### config.mk
export PLATFORM = sky130hd
export DESIGN_NAME = ofdm_airtime_calc
export DESIGN_NICKNAME = d
export VERILOG_FILES = /design/src/rtl/airtime_pkg.sv /design/src/rtl/airtime_mode_lut.sv /design/src/rtl/serial_restoring_div.sv /design/src/rtl/ofdm_airtime_calc.sv
export SDC_FILE = /design/constraint.sdc
export NUM_CORES = 1
export LEC_CHECK = 0
export CORE_UTILIZATION = 35
export DETAILED_ROUTE_END_ITERATION = 6
export MAX_ROUTING_LAYER = met4
export PLACE_DENSITY_LB_ADDON = 0.25
export SKIP_CTS_REPAIR_TIMING = 1
export SLEW_MARGIN = 20
export SYNTH_ARGS = -nofsm -noshare
export SYNTH_HDL_FRONTEND = slang
export SYNTH_SLANG_ARGS = --single-unit
### constraint.sdc
create_clock -name clk -period 15.3 [get_ports clk]
set_input_delay 2.295 -clock clk [delete_from_list [all_inputs] [get_ports clk]]
set_output_delay 2.295 -clock clk [all_outputs]
set_load 0.005 [all_outputs]
### src/rtl/airtime_pkg.sv
package airtime_pkg;

  typedef enum logic [1:0] {
    BW_FULL    = 2'd0,
    BW_TURBO   = 2'd1,
    BW_HALF    = 2'd2,
    BW_QUARTER = 2'd3
  } bw_mode_e;

  typedef struct packed {
    logic [7:0] sym_us;
    logic [7:0] pre_us;
    logic [7:0] sifs_us;
  } ifs_set_t;

  localparam int unsigned HDR_BITS     = 22;
  localparam int unsigned BASE_SYM     = 4;
  localparam int unsigned BASE_PRE     = 16;
  localparam int unsigned BASE_SIFS    = 16;
  localparam int unsigned TURBO_PRE    = 8;
  localparam int unsigned TURBO_SIFS   = 8;
  localparam int unsigned HALF_SIFS    = 32;
  localparam int unsigned QUARTER_SIFS = 64;

  function automatic logic [7:0] sym_time_of(bw_mode_e m);
    case (m)
      BW_HALF:    return 8'(BASE_SYM * 2);
      BW_QUARTER: return 8'(BASE_SYM * 4);
      default:    return 8'(BASE_SYM);
    endcase
  endfunction

  function automatic ifs_set_t timing_for(bw_mode_e m);
    ifs_set_t t;
    t.sym_us = sym_time_of(m);
    case (m)
      BW_TURBO:   begin t.pre_us = 8'(TURBO_PRE);    t.sifs_us = 8'(TURBO_SIFS);   end
      BW_HALF:    begin t.pre_us = 8'(BASE_PRE * 2); t.sifs_us = 8'(HALF_SIFS);    end
      BW_QUARTER: begin t.pre_us = 8'(BASE_PRE * 4); t.sifs_us = 8'(QUARTER_SIFS); end
      default:    begin t.pre_us = 8'(BASE_PRE);     t.sifs_us = 8'(BASE_SIFS);    end
    endcase
    return t;
  endfunction

  // Scaled numerator: (header bits + 8 * bytes) * 10
  function automatic logic [31:0] bits_x10(logic [31:0] nbytes);
    return (32'(HDR_BITS) + (nbytes << 3)) * 32'd10;
  endfunction

  // Unsaturated airtime for a symbol count
  function automatic logic [31:0] raw_airtime(ifs_set_t t, logic [31:0] nsym);
    return 32'(t.sifs_us) + 32'(t.pre_us) + 32'(t.sym_us) * nsym;
  endfunction

endpackage

### src/rtl/airtime_mode_lut.sv
module airtime_mode_lut
  import airtime_pkg::*;
(
  input  bw_mode_e mode_i,
  output ifs_set_t set_o
);
  assign set_o = timing_for(mode_i);
endmodule

### src/rtl/serial_restoring_div.sv
module serial_restoring_div #(
  parameter int NUM_W = 19,
  parameter int DEN_W = 18
) (
  input  logic             clk,
  input  logic             rst_n,
  input  logic             load_i,
  input  logic [NUM_W-1:0] dividend_i,
  input  logic [DEN_W-1:0] divisor_i,
  output logic             step_last_o,
  output logic [NUM_W-1:0] quot_o,
  output logic [DEN_W-1:0] rem_o,
  output logic [DEN_W-1:0] den_o
);
  localparam int CNT_W = $clog2(NUM_W + 1);

  logic [NUM_W-1:0] dvd_q, quo_q;
  logic [DEN_W-1:0] rem_q, dsr_q;
  logic [CNT_W-1:0] cnt_q;

  logic [DEN_W:0] trial, diff;
  logic           take;

  assign trial = {rem_q, dvd_q[NUM_W-1]};
  assign take  = trial >= {1'b0, dsr_q};
  assign diff  = trial - {1'b0, dsr_q};

  always_ff @(posedge clk) begin
    if (!rst_n) begin
      dvd_q <= '0;
      quo_q <= '0;
      rem_q <= '0;
      dsr_q <= '0;
      cnt_q <= '0;
    end else if (load_i) begin
      dvd_q <= dividend_i;
      quo_q <= '0;
      rem_q <= '0;
      dsr_q <= divisor_i;
      cnt_q <= CNT_W'(NUM_W);
    end else if (cnt_q != '0) begin
      dvd_q <= dvd_q << 1;
      quo_q <= {quo_q[NUM_W-2:0], take};
      rem_q <= take ? diff[DEN_W-1:0] : trial[DEN_W-1:0];
      cnt_q <= cnt_q - 1'b1;
    end
  end

  assign step_last_o = (cnt_q == CNT_W'(1));
  assign quot_o      = quo_q;
  assign rem_o       = rem_q;
  assign den_o       = dsr_q;
endmodule

### src/rtl/ofdm_airtime_calc.sv
module ofdm_airtime_calc
  import airtime_pkg::*;
#(
  parameter int LEN_W  = 12,
  parameter int RATE_W = 10,
  parameter int DUR_W  = 16
) (
  input  logic              clk,
  input  logic              rst_n,
  input  logic              start,
  input  logic [LEN_W-1:0]  len_bytes,
  input  logic [RATE_W-1:0] rate_100k,
  input  logic [1:0]        bw_mode,
  output logic              busy,
  output logic              done,
  output logic              err,
  output logic [DUR_W-1:0]  duration
);
  localparam int          NUM_MAX = (HDR_BITS + 8 * ((1 << LEN_W) - 1)) * 10;
  localparam int          NUM_W   = $clog2(NUM_MAX + 1);
  localparam int          DEN_W   = RATE_W + 8;
  localparam logic [31:0] DUR_MAX = (32'd1 << DUR_W) - 32'd1;

  typedef enum logic [1:0] {ST_IDLE, ST_RUN, ST_FIN} st_e;

  st_e        state_q;
  bw_mode_e   mode_q;
  ifs_set_t   tim_q;

  // Named internal events
  logic accept_w, zero_rate_w, load_w, div_last_w;

  logic [NUM_W-1:0] dividend_w;
  logic [DEN_W-1:0] divisor_w;
  logic [NUM_W-1:0] div_quot;
  logic [DEN_W-1:0] div_rem, div_den;
  logic [31:0]      nsym_w, total_w;
  logic [DUR_W-1:0] dur_next_w;

  assign accept_w    = start && (state_q == ST_IDLE);
  assign zero_rate_w = (rate_100k == '0);
  assign load_w      = accept_w && !zero_rate_w;
  assign dividend_w  = NUM_W'(bits_x10(32'(len_bytes)));
  assign divisor_w   = DEN_W'(32'(rate_100k) * 32'(sym_time_of(bw_mode_e'(bw_mode))));

  airtime_mode_lut u_lut (
    .mode_i (mode_q),
    .set_o  (tim_q)
  );

  serial_restoring_div #(.NUM_W(NUM_W), .DEN_W(DEN_W)) u_div (
    .clk         (clk),
    .rst_n       (rst_n),
    .load_i      (load_w),
    .dividend_i  (dividend_w),
    .divisor_i   (divisor_w),
    .step_last_o (div_last_w),
    .quot_o      (div_quot),
    .rem_o       (div_rem),
    .den_o       (div_den)
  );

  // Ceiling: one more symbol when a remainder is left
  assign nsym_w     = 32'(div_quot) + 32'(div_rem != '0);
  assign total_w    = raw_airtime(tim_q, nsym_w);
  assign dur_next_w = (total_w > DUR_MAX) ? '1 : DUR_W'(total_w);

  always_ff @(posedge clk) begin
    if (!rst_n) begin
      state_q  <= ST_IDLE;
      mode_q   <= BW_FULL;
      done     <= 1'b0;
      err      <= 1'b0;
      duration <= '0;
    end else begin
      done <= 1'b0;
      case (state_q)
        ST_IDLE: begin
          if (accept_w) begin
            if (zero_rate_w) begin
              done     <= 1'b1;
              err      <= 1'b1;
              duration <= '0;
            end else begin
              mode_q  <= bw_mode_e'(bw_mode);
              state_q <= ST_RUN;
            end
          end
        end
        ST_RUN: begin
          if (div_last_w) state_q <= ST_FIN;
        end
        default: begin
          state_q  <= ST_IDLE;
          done     <= 1'b1;
          err      <= 1'b0;
          duration <= dur_next_w;
        end
      endcase
    end
  end

  assign busy = (state_q != ST_IDLE);
endmodule

==> results.md, run 1 <==
- Fin Setup TNS: 0 ns
- Root buffer cell: clkbuf_16
- Clock Sinks: 94
- Worst setup EP type: flop
- Max cap viols: 0
- Post-synth cell types: 64
- Setup slack at placement: 8.52 ns
- Share of cells above drive strength 1: 0.0475
- Core Util, Final: 0.401
- Antenna Cells: 0
- RSZ-0062 raised after global routing: false
- Die Span Y: 163 um
- Worst Max-Slew Pin Slew: 0.904 ns
- CP dominant cell by count: ha_1
- Initial antenna violation count: 0
- Routed vias: 7,517
- Endpoint, Worst Hold: u_div.den_o[9]
- Top post-synthesis cells by area: dfxtp_1, ha_1, nand2_1, fa_1, inv_1
- Post-synth EDFFs: 0
- Die area: 0.0265 mm2
- First-pass GRT wire length: 32,400 um
- Hold wc startpoint: u_div.den_o[9]
- DP HPWL: 14,500 um
- Yosys reg bits: between 90 and 100
- Reg2Reg Depth: 26
- Mapped cell area: approximately 0.0090 mm2
- Core box area: 0.0253 mm2
- Vias in the first global route: 7,066
- CP arrival: 6.69 ns
- Crit Path Class: input pin to flop
- PD cells: roughly 100 mW/mm2
- Global route overflow: 0
- Initial core utilization: 0.358
- Pins Over Slew Limit: 0
- Gpl congestion: 0.853
- Die width: 163 um
- Reg-to-reg slack, setup: 9.20 ns
- P_leak: 0.00475 uW
- CP Launch Type: input pin
- Area grow syn2layout: 12.1%
- Worst rel slew slack: 0.392
- Final period util: 0.421
- DRC: 0
- HP Class: flop to flop
- Avg Inst Size Synth: 7.80 um2
- Top delay family on crit path: adder cells
- Net Count, Synth: between 1,000 and 1,500
- Area share of the largest cell type after synthesis: 0.208
- Reg2reg end: duration[6]
- Fin worst setup slack: 8.86 ns
- Yosys Warn Count: 0
- IO Count: 46
- TritonCTS Buffers: 9
- Crit Path Max Fanout: 15
- Status: finished clean
- Setup Skew: 0.00964 ns
- Post-layout min period: 6.44 ns
- I/O Buffers: 45
- Cell taking the most area after synthesis: dfxtp_1
- Crit path cell chain: clkdlybuf4s50_1, nor2b_1, nand2_1, fa_1, inv_1, ha_1, ha_1, ha_1, fa_1, a21o_1, a21oi_1, o21bai_1, a21oi_1, o21ai_0, xnor2_1, o21ai_0, and2_1
- Row count: 58
- Detailed router's first-iteration violation count: 366
- Worst reg2reg path startpoint: u_div.rem_o[8]
- TritonCTS clock tree: done
- Reg clk slew, reported paths: about 0.070 ns
- Pin count of the biggest net entering global routing: 69
- Routed Wire Length: 18,800 um
- Worst skew pair latency: 0.35 ns
- Crit path max-delay cell type: clkdlybuf4s50_1
- Bufs and invs on worst path: 2
- H-tree depth: 3
- DR pass1 iterations: 6
- Routed Antenna Nets: 0
- Longest Clk Path Bufs: 2
- Hold Fails Final Rpt: 0
- Number of vias per cell: approximately 5
- Gate count after technology mapping: 1,158
- Post-synthesis async set-or-reset flop share: 0
- Total track usage: 0.151
- Seq/Total Area, Yosys: 0.208
- VDD IR max: roughly 0.09 mV
- Fin nets: between 1,000 and 1,500
- Achievable frequency: 0.155 GHz
- Worst path required time: approximately 16 ns
- WHS Path Cells: 2
- Detailed-route wire length per cell: 12.5 um
- Setup violations, final: 0
- Largest stage delay, worst path: 0.67 ns
- Prevailing post-synth register cell: dfxtp_1
final cells by class:
class / count / area [um2]
Tap cell: 330 / 413
Clock inverter: 6 / 116
Timing Repair Buffer: 53 / 517
Inverter: 90 / 338
Sequential cell: 94 / 1880
Clock buffer: 10 / 239
Fill cell: 2661 / 15100
Multi-Input combinational cell: 927 / 6620
layer usage:
metal,part of all wire,track usage
met5,0,-
met4,0.0086,0.0310
met3,0.019,0.0214
met2,0.47,0.256
met1,0.50,0.191
tightest hold or removal path: stages (launching register included):
cell      delay [ns]
dfxtp_1         0.31
nand2_1         0.05
a21boi_1        0.05
worst max-delay path by stage:
stage	startpoint	end	depth (start not counted)
finish	bw_mode[1]	u_div.den_o[14]	17
CTS	u_div.rem_o[8]	duration[6]	27
global placement	bw_mode[1]	u_div.den_o[14]	17
global route	bw_mode[1]	u_div.den_o[14]	17
detailed placement	bw_mode[1]	u_div.den_o[14]	17
floorplan	bw_mode[1]	u_div.den_o[14]	17
registers in the layout (all words and copies together), names as in the netlist:
name	flops
duration	15
u_div.quot_o	19
u_div.rem_o	18
u_div.dvd_q	17
done	1
err	1
state_q	2
mode_q	2
u_div.den_o	14
u_div.cnt_q	5
layout by cell type (no fill, tap or decap), drive strengths merged, types with 5 or more instances in the layout:
cell / instances
a21boi: 18
a31oi: 9
o211ai: 7
clkbuf: 11
and2: 14
dfxtp: 94
o211a: 9
nand2: 220
a21o: 20
mux2i: 5
or2: 10
nor4: 9
nand3: 37
xnor2: 37
nor2: 67
xor2: 24
buf: 7
a21oi: 75
nor3: 18
nand2b: 34
nor2b: 19
ha: 129
inv: 90
o21ai: 39
fa: 35
and3: 16
clkdlybuf4s50: 45
or3: 7
a211oi: 16
o21a: 7
cells by family after synthesis:
kind of cell | after synthesis | share of synthesized area
xor gates and xnor gates | 61 | 0.0592
adders and majority gates | 164 | 0.256
muxes | 6 | 0.00679
buffers and inverters | 137 | 0.0592
AOI/OAI and AO/OA | 224 | 0.164
and+or+nand+nor | 472 | 0.246
DFF | 94 | 0.208
per-stage QoR:
stage / area (um2) / hold slack, ns / power [uW] / instances
final: 10100 / 0.452 / 1010 / 1510
after global routing: 10100 / 0.468 / 1100 / 1510
after CTS: 10100 / 0.457 / 1030 / 1509
after detailed placement: 9760 / 0.450 / 756 / 1493
after global placement: 9760 / 0.442 / 754 / 1493
after floorplan: 9030 / 0.431 / 657 / 1158
cell usage after synthesis (all sizes together) (4+ instances only):
master,n
a211oi,16
a21boi,18
a21o,20
a21oi,75
a31oi,9
and2,14
and3,16
buf,9
clkbuf,38
dfxtp,94
fa,35
ha,129
inv,89
mux2i,5
nand2,220
nand2b,34
nand3,37
nand3b,4
nor2,67
nor2b,19
nor3,18
nor3b,4
nor4,9
o211a,9
o211ai,7
o21a,7
o21ai,39
or2,10
or3,7
xnor2,37
xor2,24
power by group:
group          switching, uW  internal (uW)  total [uW]
sequential              25.7            276         302
clock                   99.3            165         265
combinational            256            190         446
Note: power is estimated with default switching activity, not from simulation.
==> run 2: changes to the inputs <==
==> constraint.sdc (replaced) <==
create_clock -name clk -period 6.5 [get_ports clk]
set_input_delay 0.975 -clock clk [delete_from_list [all_inputs] [get_ports clk]]
set_output_delay 0.975 -clock clk [all_outputs]
set_load 0.005 [all_outputs]
==> run 2 against run 1 <==
Sequential power rose by 140%. Die area did not move. Worst hold slack improved by 0.00077 ns. Sequential share of layout area rose by 0.10 points. Setup slack got worse by 8.3 ns. Combinational power rose by 140%. Non-clock buffer count rose by 2. Global-route usage rose by 0.20 points. Largest cell class unchanged.
==> results.md, run 2 (synthesis results as in run 1) <==
- VDD IR max: 0.188 mV
- PD cells: 229 mW/mm2
- Commonest cells after routing, fill and taps aside: nand2_1, ha_1, dfxtp_1, inv_1, nor2_1
- DR pass1 iterations: 6
- Clock Sinks: 94
- Fin worst setup slack: 0.580 ns
- H-tree depth: 3
- Global route overflow: 0
- Vias in the first global route: around 7,300
- Die Span Y: between 150 and 200 um
- CP dominant cell by count: ha_1
- CP Launch Type: flop
- Largest stage delay, worst path: 0.52 ns
- Tot Pwr: 2310 uW
- Share of cells above drive strength 1: 0.0466
- Gpl congestion: 0.842
- CP arrival: approximately 6 ns
- Clock Power Share: 0.232
- Fin Setup TNS: 0 ns
- Status: finished clean
- Initial antenna violation count: 0
- Cells after DPL: 1,496
- Routed Antenna Nets: 0
- DRC: 0
- Setup violations, final: 0
- Sw power: 894 uW
- Die width: around 160 um
- Routed met3 length: 316 um
- Number of vias per cell: 4.99
- Hold wc startpoint: u_div.den_o[2]
- Commonest non-fill, non-tap cell in the layout: nand2_1
- Total track usage: 0.153
- WL met2: 8900 um
- Worst path required time: 6.74 ns
- Post-Layout Cell Count: 1,511
- Pins Over Slew Limit: 0
- Max cap viols: 0
- Worst skew pair latency: approximately 0.36 ns
- Worst reg2reg path startpoint: u_div.rem_o[8]
- Uppermost routed layer: met4
- CP startpoint: u_div.rem_o[8]
- Row count: 58
- Worst setup EP type: flop
- TritonCTS clock tree: done
- M1 wire length: roughly 9400 um
- Routed vias: 7,535
- Crit Path Class: flop to flop
- First-pass GRT wire length: 32,800 um
- IO Count: 46
- Root buffer cell: clkbuf_16
- Achievable frequency: between 0.15 and 0.2 GHz
- Worst rel slew slack: 0.426
- Number of flip-flops under the largest register name: 19
- P_leak: 0.00472 uW
- Part of the power in combinational logic: 0.459
- Initial core utilization: 0.358
- Longest Clk Path Bufs: 2
- Detailed router's first-iteration violation count: around 340
- Setup Skew: 0.0159 ns
- DP HPWL: 14,600 um
- Register share of total power: 0.308
- HP Class: flop to flop
- Post-layout min period: 5.92 ns
- Core box area: 0.0253 mm2
- Crit path max-delay cell type: or4_1
- Hold WS: between 0.4 and 0.5 ns
- Worst Max-Slew Pin Slew: 0.854 ns
- Sw Share: 0.388
- I/O Buffers: 45
- TritonCTS Buffers: 9
- Pin count of the biggest net entering global routing: slightly below 70
- Detailed-route wire length per cell: 12.4 um
- Power Internal: 1410 uW
- Reg clk slew, reported paths: 0.07 ns
- Routed Wire Length: between 15,000 and 20,000 um
- Hold Fails Final Rpt: 0
- RSZ-0062 raised after global routing: false
- Setup slack at placement: 0.591 ns
- Antenna Cells: 0
- Die area: 0.0265 mm2
- Final period util: 0.911
- Area grow syn2layout: 11.5%
- Fin nets: 1,368
- Crit Path Max Fanout: 15
run 2: cell types whose count changed in the layout (fill, tap and decap cells not counted), sizes merged:
cell	delta
buf	+3
bufinv	-2
clkbuf	+1
clkinv	-2
clkinvlp	+2
inv	-1
run 2: path summary, 6_finish.rpt:
kind / depth (start not counted) / slack [ns] / end
worst max-delay path: 28 / 0.58 / duration[4]
worst min-delay path: 2 / 0.45 / u_div.den_o[2]
worst max register to register: 28 / 0.58 / duration[4]
worst min register to register: 2 / 0.45 / u_div.den_o[2]
run 2: critical path: cells and delay by family (launching register included):
kind / cells / cell delay [ns]
DFF: 1 / 0.34
buffers and inverters: 4 / 0.44
xor gates and xnor gates: 1 / 0.14
AOI/OAI and AO/OA: 3 / 0.63
adders and majority gates: 6 / 1.85
and+or+nand+nor: 14 / 2.41
run 2: metrics by stage:
stage / instance area [um2] / utilization
3_3_place_gp: 9780 / 0.387
6_report: 10100 / 0.399
4_1_cts: 10100 / 0.399
3_5_place_dp: 9780 / 0.387
5_1_grt: 10100 / 0.399
2_1_floorplan: 9030 / -
run 2: metal layers:
layer,vias up,GRT usage
li1,3962,-
met1,3500,0.193
met2,64,0.262
met3,9,0.0183
met4,0,0.0336
met5,-,-
run 2: power by group through the flow:
stage | sequential, uW | clock (uW) | combinational (uW)
after floorplan | 706 | 0 | 840
after global placement | 721 | 0 | 1070
after detailed placement | 723 | 0 | 1070
after CTS | 711 | 553 | 1070
after global routing | 722 | 575 | 1210
final | 711 | 536 | 1060
run 2: final cells by class:
type	count	area, um2
Sequential cell	94	1880
Fill cell	2655	15200
Timing Repair Buffer	55	526
Multi-Input combinational cell	927	6620
Clock buffer	12	246
Inverter	90	338
Clock inverter	3	45.0
Tap cell	330	413
==> run 3: changes to the inputs <==
--- a/config.mk
+++ b/config.mk
@@ -5,7 +5,8 @@
 export SDC_FILE = /design/constraint.sdc
 export NUM_CORES = 1
 export LEC_CHECK = 0
-export CORE_UTILIZATION = 35
+export CORE_ASPECT_RATIO = 0.5
+export CORE_UTILIZATION = 62
 export DETAILED_ROUTE_END_ITERATION = 6
 export MAX_ROUTING_LAYER = met4
 export PLACE_DENSITY_LB_ADDON = 0.25
==> run 3 against run 2 <==
Clock power fell by 2%. Setup slack lost 0.082 ns. Combinational power about the same. Global-route usage rose by 10 points. Fmax decreased by 1.4%. Cell count shrank 9.3%. Critical path type unchanged. Cell area fell by 1.9%. Worst hold slack better by 0.0031 ns. Register-to-register slack got worse by 0.08 ns. Core utilization is 31 points higher. Clock skew decreased by 0.0072 ns.
==> results.md, run 3 (synthesis results as in run 1) <==
- First-pass GRT wire length: 31,700 um
- Hold Fails Final Rpt: 0
- Fin nets: 1,365
- Routed Antenna Nets: 0
- Worst setup EP type: flop
- IO Count: 46
- HP Class: flop to flop
- Pin count of the biggest net entering global routing: 69
- Detailed-route wire length per cell: approximately 13 um
- Crit path max-delay cell type: or4_1
- Vias in the first global route: 7,454
- Crit Path Class: flop to flop
- Bufs and invs on worst path: 4
- Number of vias per cell: between 5 and 6
- Fin worst setup slack: between 0.4 and 0.5 ns
- Part of the power in combinational logic: 0.464
- Pins Over Slew Limit: 0
- Max cap viols: 0
- CP Launch Type: flop
- TritonCTS clock tree: done
- I/O Buffers: 45
- CP dominant cell by count: ha_1
- Worst path required time: 6.72 ns
- Row count: 30
- Die area: 0.0151 mm2
- Area grow syn2layout: 9.45%
- Power Internal: between 1000 and 1500 uW
- P_leak: around 0.0047 uW
- DRC: 0
- Filler cells: 1,100
- Sw power: 918 uW
- Commonest non-fill, non-tap cell in the layout: nand2_1
- Reg clk slew, reported paths: roughly 0.070 ns
- Sw Share: 0.400
- RSZ-0062 raised after global routing: false
- Initial core utilization: 0.650
- Routed vias: roughly 8,000
- Initial antenna violation count: 0
- Commonest cells after routing, fill and taps aside: nand2_1, ha_1, dfxtp_1, inv_1, nor2_1
- Status: finished clean
- Total track usage: 0.257
- TritonCTS Buffers: 9
- Routed Wire Length: 18,300 um
- Post-layout min period: around 6.0 ns
- CP arrival: 6.22 ns
- Root buffer cell: clkbuf_16
- Final period util: 0.923
- Setup slack at placement: 0.591 ns
- Setup violations, final: 0
- Clock Sinks: 94
- Antenna Cells: 0
- Register share of total power: 0.309
- Number of flip-flops under the largest register name: 19
- Core box area: about 0.014 mm2
- Global route overflow: 0
- PD cells: 233 mW/mm2
- Worst Max-Slew Pin Slew: between 0.7 and 0.8 ns
- DP HPWL: 14,100 um
- Gpl congestion: 0.881
- Seq. cell area: between 0.0015 and 0.002 mm2
- Die Span Y: 87.3 um
- Longest Clk Path Bufs: 2
- DR pass1 iterations: 5
- Top delay family on crit path: simple AND/OR/NAND/NOR gates
- Setup Skew: 0.00862 ns
- Die width: ~170 um
- VDD IR max: 0.158 mV
- H-tree depth: 3
- Worst rel slew slack: 0.520
- Share of cells above drive strength 1: 0.0466
- Worst skew pair latency: 0.35 ns
- Achievable frequency: 0.167 GHz
- Area of the multi-input gates: 0.00663 mm2
- Largest stage delay, worst path: 0.53 ns
- Clock Power Share: 0.227
- Crit Path Max Fanout: 15
- Fin Setup TNS: 0 ns
- Detailed router's first-iteration violation count: 355
-- run 3: cell count changes in the layout (fill, tap and decap cells not counted) --
cell / delta
buf_4: -3
clkbuf_1: -2
inv_6: +2
bufinv_16: -1
clkbuf_8: +1
clkinv_4: +1
nand2_2: -1
nand2_4: +1
-- run 3: path summary, 6_finish.rpt --
kind	cells after the start	slack, ns	end	startpoint
setup / recovery	28	0.50	duration[4]	u_div.rem_o[8]
hold / removal	2	0.46	u_div.rem_o[0]	u_div.dvd_q[18]
setup reg to reg	28	0.50	duration[4]	u_div.rem_o[8]
hold reg to reg	2	0.46	u_div.rem_o[0]	u_div.dvd_q[18]
-- run 3: final cells by class --
cell class,instances,share of cell area
Sequential cell,94,0.190
Multi-Input combinational cell,927,0.671
Clock buffer,11,0.0256
Timing Repair Buffer,52,0.0509
Inverter,90,0.0342
Clock inverter,5,0.00418
Tap cell,192,0.0243
-- run 3: worst reg2reg max path: cells and delay by family (launching register included) --
| family | cells | cell delay [ns] |
|---|---|---|
| AND/OR/NAND/NOR | 14 | 2.39 |
| XOR/XNOR | 1 | 0.14 |
| buffers and inverters | 4 | 0.45 |
| AO/OA/AOI/OAI | 3 | 0.66 |
| flip-flops | 1 | 0.34 |
| adder cells (fa/ha/maj) | 6 | 1.90 |
-- run 3: metrics by stage --
| step | std cells | hold WS [ns] | power [uW] | utilization | area (um2) |
|---|---|---|---|---|---|
| final | 1371 | 0.455 | 2300 | 0.712 | 9880 |
| after CTS | 1371 | 0.458 | 2300 | 0.712 | 9880 |
| after detailed placement | 1355 | 0.444 | 1770 | 0.691 | 9590 |
| after global placement | 1355 | 0.442 | 1730 | 0.690 | 9590 |
| after floorplan | 1158 | 0.431 | 1550 | - | 9030 |
| after global routing | 1371 | 0.478 | 2470 | 0.712 | 9880 |
-- run 3: power groups by stage --
stage / clock network [uW] / logic (uW) / registers [uW]
after floorplan: 0 / 840 / 706
after global placement: 0 / 1010 / 717
after detailed placement: 0 / 1050 / 722
after CTS: 531 / 1060 / 709
after global routing: 555 / 1190 / 721
final: 523 / 1070 / 710
-- run 3: per-layer routing --
metal	global-route usage	vias to the layer above	share of wire
met5	-	-	0
met4	0.0756	0	0.017
met3	0.0380	31	0.025
met2	0.501	119	0.52
met1	0.274	3692	0.44
li1	-	3962	-
